## config.mk

```make
export PLATFORM = sky130hd
export DESIGN_NAME = rle_cluster_writer
export DESIGN_NICKNAME = d
export VERILOG_FILES = /design/src/rtl/rlcw_pkg.sv /design/src/rtl/rlcw_timebase.sv /design/src/rtl/rlcw_change_det.sv /design/src/rtl/rlcw_addr_gen.sv /design/src/rtl/rle_cluster_writer.sv
export SDC_FILE = /design/constraint.sdc
export NUM_CORES = 1
export LEC_CHECK = 0
export ABC_AREA = 1
export BUFFER_PORTS_ARGS = -buffer_cell sky130_fd_sc_hd__buf_2
export CAP_MARGIN = 20
export CORE_MARGIN = 2
export CORE_UTILIZATION = 48
export CTS_BUF_LIST = sky130_fd_sc_hd__clkbuf_2 sky130_fd_sc_hd__clkbuf_4 sky130_fd_sc_hd__clkbuf_8
export DETAILED_ROUTE_END_ITERATION = 16
export PLACE_DENSITY = 0.72
export SYNTH_ARGS = -nofsm -noshare
export SYNTH_HDL_FRONTEND = slang
export SYNTH_SLANG_ARGS = --single-unit
export TNS_END_PERCENT = 10
```

## constraint.sdc

```tcl
create_clock -name clk -period 2.25 [get_ports clk]
set_input_delay 0.1125 -clock clk [delete_from_list [all_inputs] [get_ports clk]]
set_output_delay 0.1125 -clock clk [all_outputs]
set_load 0.05 [all_outputs]
```

## src/rtl/rlcw_pkg.sv

```systemverilog
package rlcw_pkg;

    typedef enum logic [2:0] {
        ST_IDLE,
        ST_WATCH,
        ST_LEAD,
        ST_FILL,
        ST_DONE
    } cw_state_t;

endpackage

```

## src/rtl/rlcw_timebase.sv

```systemverilog
// Free-running cluster timestamp, advanced once per accepted sample tick.
module rlcw_timebase #(
    parameter int W = 16
) (
    input  logic         clk,
    input  logic         rst_n,
    input  logic         clr,
    input  logic         adv,
    output logic [W-1:0] ts,
    output logic         ts_zero
);

    always_ff @(posedge clk or negedge rst_n) begin
        if (!rst_n) begin
            ts <= '0;
        end else if (clr) begin
            ts <= '0;
        end else if (adv) begin
            ts <= ts + 1'b1;
        end
    end

    assign ts_zero = (ts == '0);

endmodule

```

## src/rtl/rlcw_change_det.sv

```systemverilog
// Remembers the last accepted sample and flags a difference on the input.
module rlcw_change_det #(
    parameter int W = 16
) (
    input  logic         clk,
    input  logic         rst_n,
    input  logic         load,
    input  logic [W-1:0] din,
    output logic         differs
);

    logic [W-1:0] last_q;

    always_ff @(posedge clk or negedge rst_n) begin
        if (!rst_n) begin
            last_q <= '0;
        end else if (load) begin
            last_q <= din;
        end
    end

    assign differs = (din != last_q);

endmodule

```

## src/rtl/rlcw_addr_gen.sv

```systemverilog
// Linear write position with wrap to zero and a sticky wrap flag.
module rlcw_addr_gen #(
    parameter int POS_W = 24
) (
    input  logic             clk,
    input  logic             rst_n,
    input  logic             clr,
    input  logic             adv,
    output logic [POS_W-1:0] pos,
    output logic [POS_W-1:0] pos_after,
    output logic             wrapped
);

    localparam logic [POS_W-1:0] POS_LAST = {POS_W{1'b1}};

    assign pos_after = adv ? pos + 1'b1 : pos;

    always_ff @(posedge clk or negedge rst_n) begin
        if (!rst_n) begin
            pos     <= '0;
            wrapped <= 1'b0;
        end else if (clr) begin
            pos     <= '0;
            wrapped <= 1'b0;
        end else if (adv) begin
            pos <= pos + 1'b1;
            if (pos == POS_LAST) begin
                wrapped <= 1'b1;
            end
        end
    end

endmodule

```

## src/rtl/rle_cluster_writer.sv

```systemverilog
module rle_cluster_writer
    import rlcw_pkg::*;
#(
    parameter int WORD_W           = 16,
    parameter int SLOTS            = 7,
    parameter int CLUSTERS_PER_ROW = 64,
    parameter int ROW_W            = 15
) (
    input  logic                                                      clk,
    input  logic                                                      rst_n,
    input  logic                                                      cap_start,
    input  logic                                                      cap_stop,
    input  logic                                                      sample_tick,
    input  logic [WORD_W-1:0]                                         sample_in,
    input  logic                                                      trig_in,
    output logic                                                      mem_we,
    output logic [ROW_W+$clog2(CLUSTERS_PER_ROW*(SLOTS+1))-1:0]       mem_addr,
    output logic [WORD_W-1:0]                                         mem_data,
    output logic [ROW_W+$clog2(CLUSTERS_PER_ROW*(SLOTS+1))-1:0]       wr_pos,
    output logic [ROW_W+$clog2(CLUSTERS_PER_ROW*(SLOTS+1))-1:0]       trig_pos,
    output logic                                                      trig_hit,
    output logic [ROW_W+$clog2(CLUSTERS_PER_ROW*(SLOTS+1))-1:0]       stop_pos,
    output logic                                                      done,
    output logic                                                      wrapped
);

    localparam int EVT_W = $clog2(CLUSTERS_PER_ROW * (SLOTS + 1));
    localparam int POS_W = ROW_W + EVT_W;
    localparam int CNT_W = $clog2(SLOTS + 1);
    localparam logic [CNT_W-1:0] LAST_SLOT = CNT_W'(SLOTS - 1);

    cw_state_t state_q, state_d;

    logic [WORD_W-1:0] ts;
    logic              ts_zero;
    logic              differs;
    logic [POS_W-1:0]  pos;
    logic [POS_W-1:0]  pos_after;

    logic [CNT_W-1:0]  slot_cnt;
    logic [WORD_W-1:0] lead_word;
    logic              stop_pend;
    logic              roll_due;

    logic in_capture;
    logic tick_acc;
    logic stop_req;
    logic open_now;
    logic fill_tick;
    logic last_slot;
    logic issue;

    // Ticks only count in the two states where the port is free for them.
    assign in_capture = (state_q == ST_WATCH) || (state_q == ST_FILL);
    assign tick_acc   = sample_tick && in_capture && !cap_start;
    assign stop_req   = cap_stop || stop_pend;

    // A cluster opens on a changed sample, at timestamp zero, or when a
    // rollover slipped by inside the previous cluster.
    assign open_now  = (state_q == ST_WATCH) && !cap_start && !stop_req &&
                       sample_tick && (differs || ts_zero || roll_due);
    assign fill_tick = (state_q == ST_FILL) && sample_tick && !cap_start;
    assign last_slot = fill_tick && (slot_cnt == LAST_SLOT);
    assign issue     = open_now || fill_tick ||
                       ((state_q == ST_LEAD) && !cap_start);

    rlcw_timebase #(
        .W (WORD_W)
    ) u_timebase (
        .clk     (clk),
        .rst_n   (rst_n),
        .clr     (cap_start),
        .adv     (tick_acc),
        .ts      (ts),
        .ts_zero (ts_zero)
    );

    rlcw_change_det #(
        .W (WORD_W)
    ) u_change (
        .clk     (clk),
        .rst_n   (rst_n),
        .load    (tick_acc),
        .din     (sample_in),
        .differs (differs)
    );

    rlcw_addr_gen #(
        .POS_W (POS_W)
    ) u_addr (
        .clk       (clk),
        .rst_n     (rst_n),
        .clr       (cap_start),
        .adv       (issue),
        .pos       (pos),
        .pos_after (pos_after),
        .wrapped   (wrapped)
    );

    // Next-state logic.
    always_comb begin
        state_d = state_q;
        if (cap_start) begin
            state_d = ST_WATCH;
        end else begin
            unique case (state_q)
                ST_IDLE:  state_d = ST_IDLE;
                ST_WATCH: begin
                    if (stop_req) begin
                        state_d = ST_DONE;
                    end else if (open_now) begin
                        state_d = ST_LEAD;
                    end
                end
                ST_LEAD:  state_d = ST_FILL;
                ST_FILL: begin
                    if (last_slot) begin
                        state_d = stop_req ? ST_DONE : ST_WATCH;
                    end
                end
                ST_DONE:  state_d = ST_DONE;
                default:  state_d = ST_IDLE;
            endcase
        end
    end

    // State register.
    always_ff @(posedge clk or negedge rst_n) begin
        if (!rst_n) begin
            state_q <= ST_IDLE;
        end else begin
            state_q <= state_d;
        end
    end

    // Registered outputs and per-capture bookkeeping.
    always_ff @(posedge clk or negedge rst_n) begin
        if (!rst_n) begin
            mem_we    <= 1'b0;
            mem_addr  <= '0;
            mem_data  <= '0;
            lead_word <= '0;
            slot_cnt  <= '0;
            stop_pend <= 1'b0;
            roll_due  <= 1'b0;
            trig_hit  <= 1'b0;
            trig_pos  <= '0;
            stop_pos  <= '0;
        end else begin
            mem_we <= issue;
            if (issue) begin
                mem_addr <= pos;
            end

            if (open_now) begin
                mem_data  <= ts;
                lead_word <= sample_in;
            end else if (state_q == ST_LEAD) begin
                mem_data <= lead_word;
            end else if (fill_tick) begin
                mem_data <= sample_in;
            end

            if (cap_start) begin
                slot_cnt  <= '0;
                stop_pend <= 1'b0;
                roll_due  <= 1'b0;
                trig_hit  <= 1'b0;
                trig_pos  <= '0;
                stop_pos  <= '0;
            end else begin
                if (state_q == ST_LEAD) begin
                    slot_cnt <= CNT_W'(1);
                end else if (fill_tick) begin
                    slot_cnt <= slot_cnt + 1'b1;
                end

                if (cap_stop && (in_capture || state_q == ST_LEAD)) begin
                    stop_pend <= 1'b1;
                end

                if (open_now) begin
                    roll_due <= 1'b0;
                end else if (tick_acc && ts_zero && state_q == ST_FILL) begin
                    roll_due <= 1'b1;
                end

                if (trig_in && !trig_hit &&
                    (in_capture || state_q == ST_LEAD)) begin
                    trig_hit <= 1'b1;
                    trig_pos <= pos;
                end

                if (state_d == ST_DONE && state_q != ST_DONE) begin
                    stop_pos <= pos_after;
                end
            end
        end
    end

    assign wr_pos = pos;
    assign done   = (state_q == ST_DONE);

endmodule

```

==> results.txt <==
- The synthesized design contains ~170 register bits.
- The worst setup path is launched from a flop.
- Routed wirelength normalized by instance count: around 16 um
* Final weighted congestion in routability-driven placement: approximately 0.94
- TritonCTS built the clock tree.
- Vias per cell: between 5 and 6
- After synthesis the cells add up to roughly 0.008 mm2.
- The worst register-to-register path has a depth of 9.
- The critical path crosses 9 cells after its start point.
* Kind of cell with the highest combined delay on the critical path: simple AND/OR/NAND/NOR gates
- The max-slew violation total from the final report is 0.
* Standby leakage power: roughly 5.2 nW
- Antenna diodes: 0
* Worst setup path category: flop to flop
* Input/output buffers: between 100 and 150
* Most common cell after layout, fill and taps aside: nand2_1
- Per-instance average area after synthesis: approximately 8.0 um2
- Count of nets after finishing: ~1200
- Syn Inst Count: 1025
- Cell internal power was estimated by the tool at 4.88 mW.
- IR analysis of the VDD net gives a maximum drop of 656 uV.
- Core area: ~0.017 mm2
- Max-cap violations in this run came to 0.
- The worst register-to-register path has a setup slack of ~150 ps.
- The critical path ends at stop_pos[22]$_DFFE_PN0P_.
- For this design the top-level I/O count stands at 138.
- The min-delay analysis places its worst path in the category input port to flop.
- Worst Hold Path Cells: 3
* Yosys synthesis warning count: 0
* Largest net degree at the start of global routing: 57
- Setup TNS: 0 ps
* Most Frequent Cell on Critical Path: nand2_1
- Crit path time final: about 2100 ps
- Buffers inserted during clock tree synthesis total 17.
* Total congestion overflow: 0
* WP data required: about 2600 ps
* Area of the die: between 0.015 and 0.02 mm2
- Clock Latency Late Sink: 460 ps
* Vias post-DR: roughly 7400
- The share of total power dissipated in combinational logic is a little over a fifth.
- Aggregate global-route resource usage: between 20% and 30%
- Setup crit end kind: flop
- Worst Hold Slack: 29.2 ps
* Switching power total: approximately 2.6 mW
* TritonRoute pass-1 iters: 5
- Critical Path Start: u_addr.pos[2]$_DFF_PN0_
- Layout-stage area growth over the synthesis result: 21.3%
- After the first detailed-routing iteration, the DRC count stood at slightly below 900.
- RSZ-0062 raised after global routing: no
* Data arrival time of the worst path: between 2000 and 2500 ps
* Transition time at the pin with the least slew margin: approximately 530 ps
* Site Rows: 47
- Pre-CTS setup slack: approximately 39 ps
- Of all nets on the critical path, the largest fanout is 6.
- EDFF count, synth: 0
- In this run the critical register-to-register path is launched from u_addr.pos[2]$_DFF_PN0_.
- Hold violation count in the final report: 0
* Maximum clock path buffer count: 2
- The clock arrives with around 9.9 ps of skew.
- The via count of the first global-routing pass was roughly 6600.
* Relative slew margins: 64.5%
- FFs w/ async S/R, synth: 100%
* Sw frac: about a third
- Top FF cell, synth: dfrtp_1
* CTS sink count: between 150 and 200
- Power density normalized to cell area: about 750 mW/mm2
- Among all stages on the critical path, the largest delay is contributed by dfrtp_1.
- The initial utilization of the core area, before any placement, comes to 49.1%.
- Cell area after placement: just over 0.009 mm2
* Unique cell type count in the Yosys netlist: 33
* Final standard cell area without fillers: 0.00992 mm2
- Once detail routing completed, the nets flagged for antenna violations numbered 0.
- In this run the vertical extent of the chip is between 100 and 150 um.
* FF+latch area: between 0.004 and 0.005 mm2
- For this block, the routed nets add up to roughly 22000 um of wire.
* Number of design rule violations left after detail routing: 0
* Multi-input gate area in the final layout: 0.00325 mm2
- Measured along the x axis, the die boundary spans 135 um.
- Sum of buffers and inverters on the critical path: 1
- Initial antenna violation count: 0
- H-tree depth: 4
* Syn nets: roughly 1100
* Clock-pin slew reported for the worst setup and hold paths after clock tree synthesis: ~90 ps
* Overall power: around 7.5 mW
- In the layout the commonest cells are nand2_1 (315), dfrtp_1 (171), buf_2 (136), inv_1 (114), o21ai_0 (81).
- Registers are responsible for about half of the overall power.
- PnR worst setup slack: 154 ps
- For this run, the slowest stage of the critical path takes approximately 470 ps.
- Root cell of the clock tree: clkbuf_8
- Setup violations remaining at the end of the flow were counted as 0.
- Final HPWL DP: roughly 16000 um
- The first global-routing pass estimated ~36000 um of wire.
- Cell chain of the critical path: inv_1 -> nor3_1 -> nand2_1 -> nor3_1 -> xor2_1 -> nand2_1 -> nand2_1 -> nand3_1 -> nand2_1
- Clock group share of total power: between 30% and 40%
* Number of fill cells in the layout: 1500
- Cells with a size suffix above 1 make up between 10% and 20% of the layout.
- Peak clock frequency supported by timing: roughly 480 MHz
* End of the worst register-to-register path: stop_pos[22]$_DFFE_PN0P_
- Status: completed
* Sequential cell area fraction in the yosys report: a little over half
- Final period util: slightly above 90%
==> per-stage QoR <==
stage,instances,util [%]
floorplan,1025,-
global placement,1368,55.4
detailed placement,1368,55.4
CTS,1416,58.8
global route,1423,59.6
finish,1423,59.6
==> tightest hold or removal path: stages <==
cell     delay [ps]
buf_2           110
inv_1           110
o21ai_0         100
==> synth_stat cells, types with 3 or more instances <==
library cell,n,area share (%)
inv_1,114,5.2
clkbuf_1,25,1.1
inv_2,5,0.23
nor2_2,3,0.23
a21oi_1,33,2.0
o21ai_0,81,5.0
buf_4,7,0.64
nor2_1,66,3.0
nand3_1,52,3.2
a31oi_1,16,1.2
buf_1,3,0.14
buf_2,12,0.73
nand2_1,316,15
ha_1,5,0.76
nor3_1,22,1.3
nor2_4,3,0.41
o22ai_1,21,1.6
xor2_1,22,2.4
dfrtp_1,171,52
nand4_1,32,2.4
==> power groups by stage <==
stage / clock network (mW) / registers (mW) / logic, mW
6_report: 2.24 / 3.63 / 1.61
5_1_grt: 2.44 / 3.66 / 1.76
4_1_cts: 2.28 / 3.62 / 1.58
3_5_place_dp: 0 / 3.68 / 1.55
3_3_place_gp: 0 / 3.67 / 1.53
2_1_floorplan: 0 / 4.20 / 0.575
==> routing by layer <==
| metal | up-vias | wire (um) | global-route usage, % |
|---|---|---|---|
| met3 | 24 | 1780 | 5.11 |
| met1 | 3439 | 10800 | 41.4 |
| met2 | 316 | 9470 | 33.0 |
| met5 | - | 0 | 0 |
| met4 | 0 | 365 | 7.08 |
| li1 | 3648 | - | - |
==> kinds of logic (layout without fill, tap and decap cells) <==
family,after synthesis,in the layout,share of synthesized area (%)
adder cells (fa/ha/maj),5,5,0.765
AO/OA/AOI/OAI,161,161,10.8
buffers and inverters,168,346,8.21
XOR/XNOR,22,22,2.36
AND/OR/NAND/NOR,498,498,25.5
flip-flops,171,171,52.3
==> timing repair <==
action	4_1_cts	5_1_grt
hold buffers	16	0
resized for setup	0	12
buffers inserted	0	5
endpoints found under the setup margin	0	61
endpoints found under the hold margin	77	0
==> flip-flops by register name (all words and copies together) (netlist names), 3 cells and up <==
name and cells:
lead_word 16, mem_addr 24, mem_data 16, slot_cnt 3, state_q 3, stop_pos 24, trig_pos 24, u_addr.pos 24
u_change.last_q 16, u_timebase.ts 16
==> final cells by class <==
class	instances	area share [%]
clock buffer	18	2.50
timing repair buffer	193	12.5
clock inverter	14	1.61
inverter	121	4.63
sequential	171	43.1
multi-input combinational	686	32.8
tap	220	2.77
==> worst min path at each step <==
stage                                           endpoint  slack, ps    startpoint
after detailed placement  u_change.last_q[4]$_DFFE_PN0P_        110         rst_n
after global routing            lead_word[6]$_DFFE_PN0P_         30  sample_in[6]
after CTS                 u_change.last_q[6]$_DFFE_PN0P_          8  sample_in[6]
final                     u_change.last_q[6]$_DFFE_PN0P_         30  sample_in[6]
after floorplan                 lead_word[0]$_DFFE_PN0P_       -180         rst_n
after global placement    u_change.last_q[4]$_DFFE_PN0P_        110         rst_n
Note: power is estimated with default switching activity, not from simulation.
